## src/rtl/crit_mode_pkg.sv

```systemverilog
package crit_mode_pkg;

    localparam int unsigned MODE_W = 8;

    typedef logic [MODE_W-1:0] pat_t;

    localparam pat_t SAFE_PAT = 8'hA5;
    localparam pat_t HAZ_PAT  = ~SAFE_PAT;

    typedef struct packed {
        pat_t pri;
        pat_t cpy;
        logic armed;
        logic corrupt;
        logic reject;
    } mode_st_t;

endpackage

```

## src/rtl/crit_mode_integ.sv

```systemverilog
module crit_mode_integ
    import crit_mode_pkg::*;
(
    input  pat_t pri_i,
    input  pat_t cpy_i,
    output logic fault_o,
    output logic haz_o
);

    logic [MODE_W-1:0] pair_bad;
    logic              legal;

    for (genvar g = 0; g < MODE_W; g++) begin : g_pair
        assign pair_bad[g] = ~(pri_i[g] ^ cpy_i[g]);
    end

    always_comb begin
        legal   = (pri_i == SAFE_PAT) || (pri_i == HAZ_PAT);
        fault_o = !legal || (|pair_bad);
        haz_o   = (pri_i == HAZ_PAT) && !(|pair_bad);
    end

endmodule

```

## src/rtl/crit_mode_reqq.sv

```systemverilog
module crit_mode_reqq
    import crit_mode_pkg::*;
(
    input  logic valid_i,
    input  pat_t code_i,
    input  logic armed_i,
    input  logic lock_i,
    output logic go_safe_o,
    output logic go_haz_o,
    output logic arm_next_o,
    output logic bad_o
);

    logic is_safe;
    logic is_haz;

    always_comb begin
        is_safe    = (code_i == SAFE_PAT);
        is_haz     = (code_i == HAZ_PAT);
        bad_o      = valid_i && !is_safe && !is_haz;
        go_safe_o  = valid_i && is_safe;
        arm_next_o = valid_i && is_haz && !lock_i;
        go_haz_o   = arm_next_o && armed_i;
    end

endmodule

```

## src/rtl/crit_mode_reg.sv

```systemverilog
module crit_mode_reg
    import crit_mode_pkg::*;
(
    input  logic              clk_i,
    input  logic              rst_ni,
    input  logic              req_valid_i,
    input  logic [MODE_W-1:0] req_code_i,
    input  logic [MODE_W-1:0] upset_pri_i,
    input  logic [MODE_W-1:0] upset_cpy_i,
    output logic              mode_hazard_o,
    output logic              corrupt_o,
    output logic              reject_o
);

    mode_st_t st_d, st_q;

    logic fault, haz_ok;
    logic go_safe, go_haz, arm_next, bad_req;
    logic no_upset;

    crit_mode_integ u_integ (
        .pri_i   (st_q.pri),
        .cpy_i   (st_q.cpy),
        .fault_o (fault),
        .haz_o   (haz_ok)
    );

    crit_mode_reqq u_reqq (
        .valid_i    (req_valid_i),
        .code_i     (req_code_i),
        .armed_i    (st_q.armed),
        .lock_i     (st_q.corrupt),
        .go_safe_o  (go_safe),
        .go_haz_o   (go_haz),
        .arm_next_o (arm_next),
        .bad_o      (bad_req)
    );

    always_comb begin
        st_d        = st_q;
        st_d.reject = bad_req;
        st_d.armed  = arm_next;
        if (fault) begin
            st_d.pri     = SAFE_PAT;
            st_d.cpy     = ~SAFE_PAT;
            st_d.corrupt = 1'b1;
            st_d.armed   = 1'b0;
        end else if (go_safe) begin
            st_d.pri = SAFE_PAT;
            st_d.cpy = ~SAFE_PAT;
        end else if (go_haz) begin
            st_d.pri = HAZ_PAT;
            st_d.cpy = ~HAZ_PAT;
        end
        st_d.pri = st_d.pri ^ upset_pri_i;
        st_d.cpy = st_d.cpy ^ upset_cpy_i;
    end

    always_ff @(posedge clk_i or negedge rst_ni) begin
        if (!rst_ni) begin
            st_q <= '{pri: SAFE_PAT, cpy: ~SAFE_PAT, armed: 1'b0,
                      corrupt: 1'b0, reject: 1'b0};
        end else begin
            st_q <= st_d;
        end
    end

    assign mode_hazard_o = haz_ok;
    assign corrupt_o     = st_q.corrupt;
    assign reject_o      = st_q.reject;
    assign no_upset      = (upset_pri_i == '0) && (upset_cpy_i == '0);

    a_r7_fault_to_safe: assert property (@(posedge clk_i) disable iff (!rst_ni)
        (fault && no_upset) |=> (!fault && !mode_hazard_o && corrupt_o));

    a_r8_flag_sticky: assert property (@(posedge clk_i) disable iff (!rst_ni)
        corrupt_o |=> corrupt_o);

    a_r8_locked_safe: assert property (@(posedge clk_i) disable iff (!rst_ni)
        (corrupt_o && !mode_hazard_o && no_upset) |=> !mode_hazard_o);

    a_r3_two_requests: assert property (@(posedge clk_i) disable iff (!rst_ni)
        ($rose(mode_hazard_o) && $past(no_upset)) |->
        ($past(req_valid_i) && $past(req_code_i) == HAZ_PAT &&
         $past(req_valid_i, 2) && $past(req_code_i, 2) == HAZ_PAT));

    a_r6_bad_ignored: assert property (@(posedge clk_i) disable iff (!rst_ni)
        (bad_req && !fault && no_upset) |=> (reject_o && $stable(mode_hazard_o)));

    a_r5_safe_lands: assert property (@(posedge clk_i) disable iff (!rst_ni)
        (req_valid_i && req_code_i == SAFE_PAT && no_upset) |=> !mode_hazard_o);

endmodule

```

## config.mk

```make
export PLATFORM = sky130hd
export DESIGN_NAME = crit_mode_reg
export DESIGN_NICKNAME = d
export VERILOG_FILES = /design/src/rtl/crit_mode_pkg.sv /design/src/rtl/crit_mode_integ.sv /design/src/rtl/crit_mode_reqq.sv /design/src/rtl/crit_mode_reg.sv
export SDC_FILE = /design/constraint.sdc
export NUM_CORES = 1
export LEC_CHECK = 0
export ABC_AREA = 1
export BUFFER_PORTS_ARGS = -buffer_cell sky130_fd_sc_hd__buf_2
export CAP_MARGIN = 20
export CORE_UTILIZATION = 43
export DETAILED_ROUTE_END_ITERATION = 12
export GPL_TIMING_DRIVEN = 0
export PLACE_DENSITY = 0.71
export SLEW_MARGIN = 40
export SYNTH_ARGS = -nofsm -noshare
export SYNTH_HDL_FRONTEND = slang
export SYNTH_SLANG_ARGS = --single-unit
export TNS_END_PERCENT = 50
```

## constraint.sdc

```tcl
create_clock -name clk_i -period 1.8 [get_ports clk_i]
set_clock_uncertainty 0.05 [all_clocks]
set_input_delay 0.27 -clock clk_i [delete_from_list [all_inputs] [get_ports clk_i]]
set_output_delay 0.27 -clock clk_i [all_outputs]
set_load 0.03 [all_outputs]
```

==> summary.txt <==
Run status: complete, but fails checks
Violated checks: setup timing
Final std cell area, no fill: 0.00175 mm2
Die extent in x: 59.4 um
Share of synthesized area occupied by flip-flops and latches: 0.343
Fraction of synthesized cell area taken by the top area cell type: 0.215
Post-placement cell area: 0.00162 mm2
Leak: 0.981 nW
Worst-path clk slew: 0.11 ns
Clock latency on the worst-skew pair: 0.30 ns
Top cells by instance count after synthesis: sky130_fd_sc_hd__nand2_1 (81), sky130_fd_sc_hd__inv_1 (30), sky130_fd_sc_hd__nand3_1 (18), sky130_fd_sc_hd__nor2_1 (18)
Worst slew pin tran: 0.479 ns
Number of clock buffers inserted by TritonCTS: 3
Yosys warnings: 0
Ratio of cells with drive above 1 in the final layout: 0.249
Crit Path Class: reg -> out
Vias per inst: 4.86
Minimum hold slack: 0.129 ns
Max clock buf depth: 2
Met3 Use GR: 0.0240
Number of enable flip-flop cells after synthesis: 0
Chip Height: 59.4 um
Count of cell instances traversed by the critical path: 7
I/O pin count: 30
Most used DFF post-synth: sky130_fd_sc_hd__dfrtp_1
Total nets after synthesis: 243
Worst Setup Slack, final: -0.0347 ns
Endpoint class of the critical path: output port
Die Area: 0.00352 mm2
Worst hold path stage count: 3
Vias in the first global route: 1323
Worst Path Max Fanout: 3
Type of the tightest min-delay check: in -> reg
Overall power after layout: 0.000867 W
Startpoint of the most critical hold path: upset_pri_i[5]
IO Port Bufs: 29
Total negative slack: -0.0347 ns
Cell area power density: 496 mW/mm2
Async set or reset register ratio after synthesis: 1.00
Leading post-synthesis cells by cell area: sky130_fd_sc_hd__nand2_1 (21%), sky130_fd_sc_hd__dfrtp_1 (19%), sky130_fd_sc_hd__dfstp_2 (15%), sky130_fd_sc_hd__o21bai_1 (8.5%), sky130_fd_sc_hd__inv_1 (8.0%)
Grt ovf: 0
Average cell area after synthesis: 6.55 um2
Clock tree from TritonCTS: yes
Highest achievable clock rate: 545 MHz
R2R cell count: 12
Number of buffer and inverter stages on the critical path: 1
Library cell with the highest instance count after synthesis: sky130_fd_sc_hd__nand2_1
Crit-path leading delay family: flip-flops
GR peak layer: met2
Signal arrival time at the worst endpoint: 1.51 ns
VDD IR-drop max: 323 uV
Worst setup SP type: flip-flop
Fraction of the cycle the final worst path needs: 1.02
Library cell with the largest summed area after synthesis: sky130_fd_sc_hd__nand2_1
Critical Path, Cell by Cell: nor2_1, nor2_1, nand2_1, nor2_4, nand2_1, nor2_1, buf_4
Count of max-cap constraint violations: 0
Final weighted congestion of routability-driven global placement: 0.840
Number of distinct library cells after synthesis: 22
Post-route DRC: 0
Initial core utilization: 0.460
Detail Route Antenna Nets: 0
Final slew viol count: 0
Data required time of the critical path: 1.48 ns
Area of the core region: 0.00308 mm2
Worst stage delay on the critical path: 0.57 ns
Register bit total from synthesis: 19
Total setup violations reported at the end of the flow: 1
Origin of the critical flop-to-flop path: st_q[11]
CP max-delay cell: sky130_fd_sc_hd__dfstp_2
Slack of the worst reg-to-reg path: 0.04 ns
Total Routing Usage GR: 0.212
Synthesized area: 0.00142 mm2
Most common cell type on the critical path: sky130_fd_sc_hd__nor2_1
Met2 global-route usage: 0.363
Area added between synthesis and finish: 23.5%
H-Tree Level Count: 1
Final Hold Vio Count: 0
Crit path launch: st_q[11]
Count of antenna diodes in the layout: 0
First-pass GRT wire length: 5.65 mm
Met1 capacity usage during global routing: 0.283
Number of placement rows: 20
Wire length reported by the detailed router: 3.51 mm
Number of DRC markers in iteration 0: 65
Number of sinks on the clock net: 19
Buffer cell driving the clock tree root: sky130_fd_sc_hd__clkbuf_4
Setup repair after global routing missed its margin: yes
Overall via count from detail_route: 1482
Number of cells produced by synthesis: 216
Minimum period implied by the final worst setup slack: 1.83 ns
Headroom to the max-slew limit: 0.681
Antenna violations before repair: 0
Finished Core Util: 0.568
Average wire length per cell after detail routing: 11.5 um
Maximum number of pins on one net before global-route repair: 20
Filler cells: 315
Detailed placer's ending HPWL: 2.30 mm
NumNets Final: 289
First-pass iteration count of the detailed router: 4
[final timing paths]
kind | end
max | mode_hazard_o
min | st_q[16]
max reg2reg | st_q[3]
min reg2reg | corrupt_o
max in group asynchronous | st_q[11]
min in group asynchronous | reject_o
[stage by stage]
step,cells,setup WS (ns)
6_report,305,-0.0347
5_1_grt,305,-0.139
4_1_cts,301,-0.0610
3_5_place_dp,289,0.0895
3_3_place_gp,289,0.0906
2_1_floorplan,216,0.128
[flip-flops by register name, indices dropped and copies added (netlist names)]
| name | count |
|---|---|
| reject_o | 1 |
| st_q | 17 |
| corrupt_o | 1 |
[what timing repair did]
item                                    in CTS  in global routing
hold endpoints to repair                    11                  0
cloned                                       0                  1
gates resized for setup                      1                  2
endpoints found under the setup margin       1                 11
setup buffers                                7                  3
pin swaps                                    2                  4
hold buffers                                 1                  0
[kinds of logic after synthesis]
family                 after synthesis  share of synthesized area
buffers and inverters               39                      0.128
AND/OR/NAND/NOR                    123                      0.371
AO/OA/AOI/OAI                       33                      0.145
XOR/XNOR                             2                     0.0124
flip-flops                          19                      0.343
[placed cells by master (no fill, tap or decap), types with 2 or more instances in the layout]
cell,count
sky130_fd_sc_hd__dfrtp_1,11
sky130_fd_sc_hd__clkbuf_1,2
sky130_fd_sc_hd__o21bai_1,16
sky130_fd_sc_hd__buf_6,3
sky130_fd_sc_hd__nor2_1,18
sky130_fd_sc_hd__clkbuf_4,3
sky130_fd_sc_hd__a21oi_1,16
sky130_fd_sc_hd__nand3_1,17
sky130_fd_sc_hd__inv_1,30
sky130_fd_sc_hd__nand2_1,81
sky130_fd_sc_hd__buf_4,10
sky130_fd_sc_hd__nand3_2,2
sky130_fd_sc_hd__xor2_1,2
sky130_fd_sc_hd__buf_2,31
sky130_fd_sc_hd__dfstp_2,8
[worst reg2reg max path: cells and delay by family, from the launching register on]
kind	cells	cell delay [ns]
AND/OR/NAND/NOR	7	0.49
flip-flops	1	0.57
buffers and inverters	5	0.54
[power by group]
part | switching, W | leakage (nW) | internal [W]
sequential | 0.0000167 | 0.212 | 0.000454
combinational | 0.0000906 | 0.755 | 0.0000783
clock | 0.000141 | 0.0150 | 0.0000864
total | 0.000249 | 0.981 | 0.000619
[routing by layer]
layer / wire (um) / vias up
li1: - / 762
met1: 1630 / 677
met2: 1700 / 39
met3: 155 / 4
met4: 36 / 0
met5: 0 / -
[layout make-up]
class | count | area (um2) | share of cell area
multi-input cells | 159 | 763 | 0.437
well taps | 44 | 55.1 | 0.0315
inverters | 32 | 125 | 0.0716
clock buffers | 4 | 26.3 | 0.0150
flip-flops and latches | 19 | 485 | 0.278
repair buffers | 40 | 236 | 0.135
plain buffers | 7 | 56.3 | 0.0322
Power figures use the tool's default switching activity.
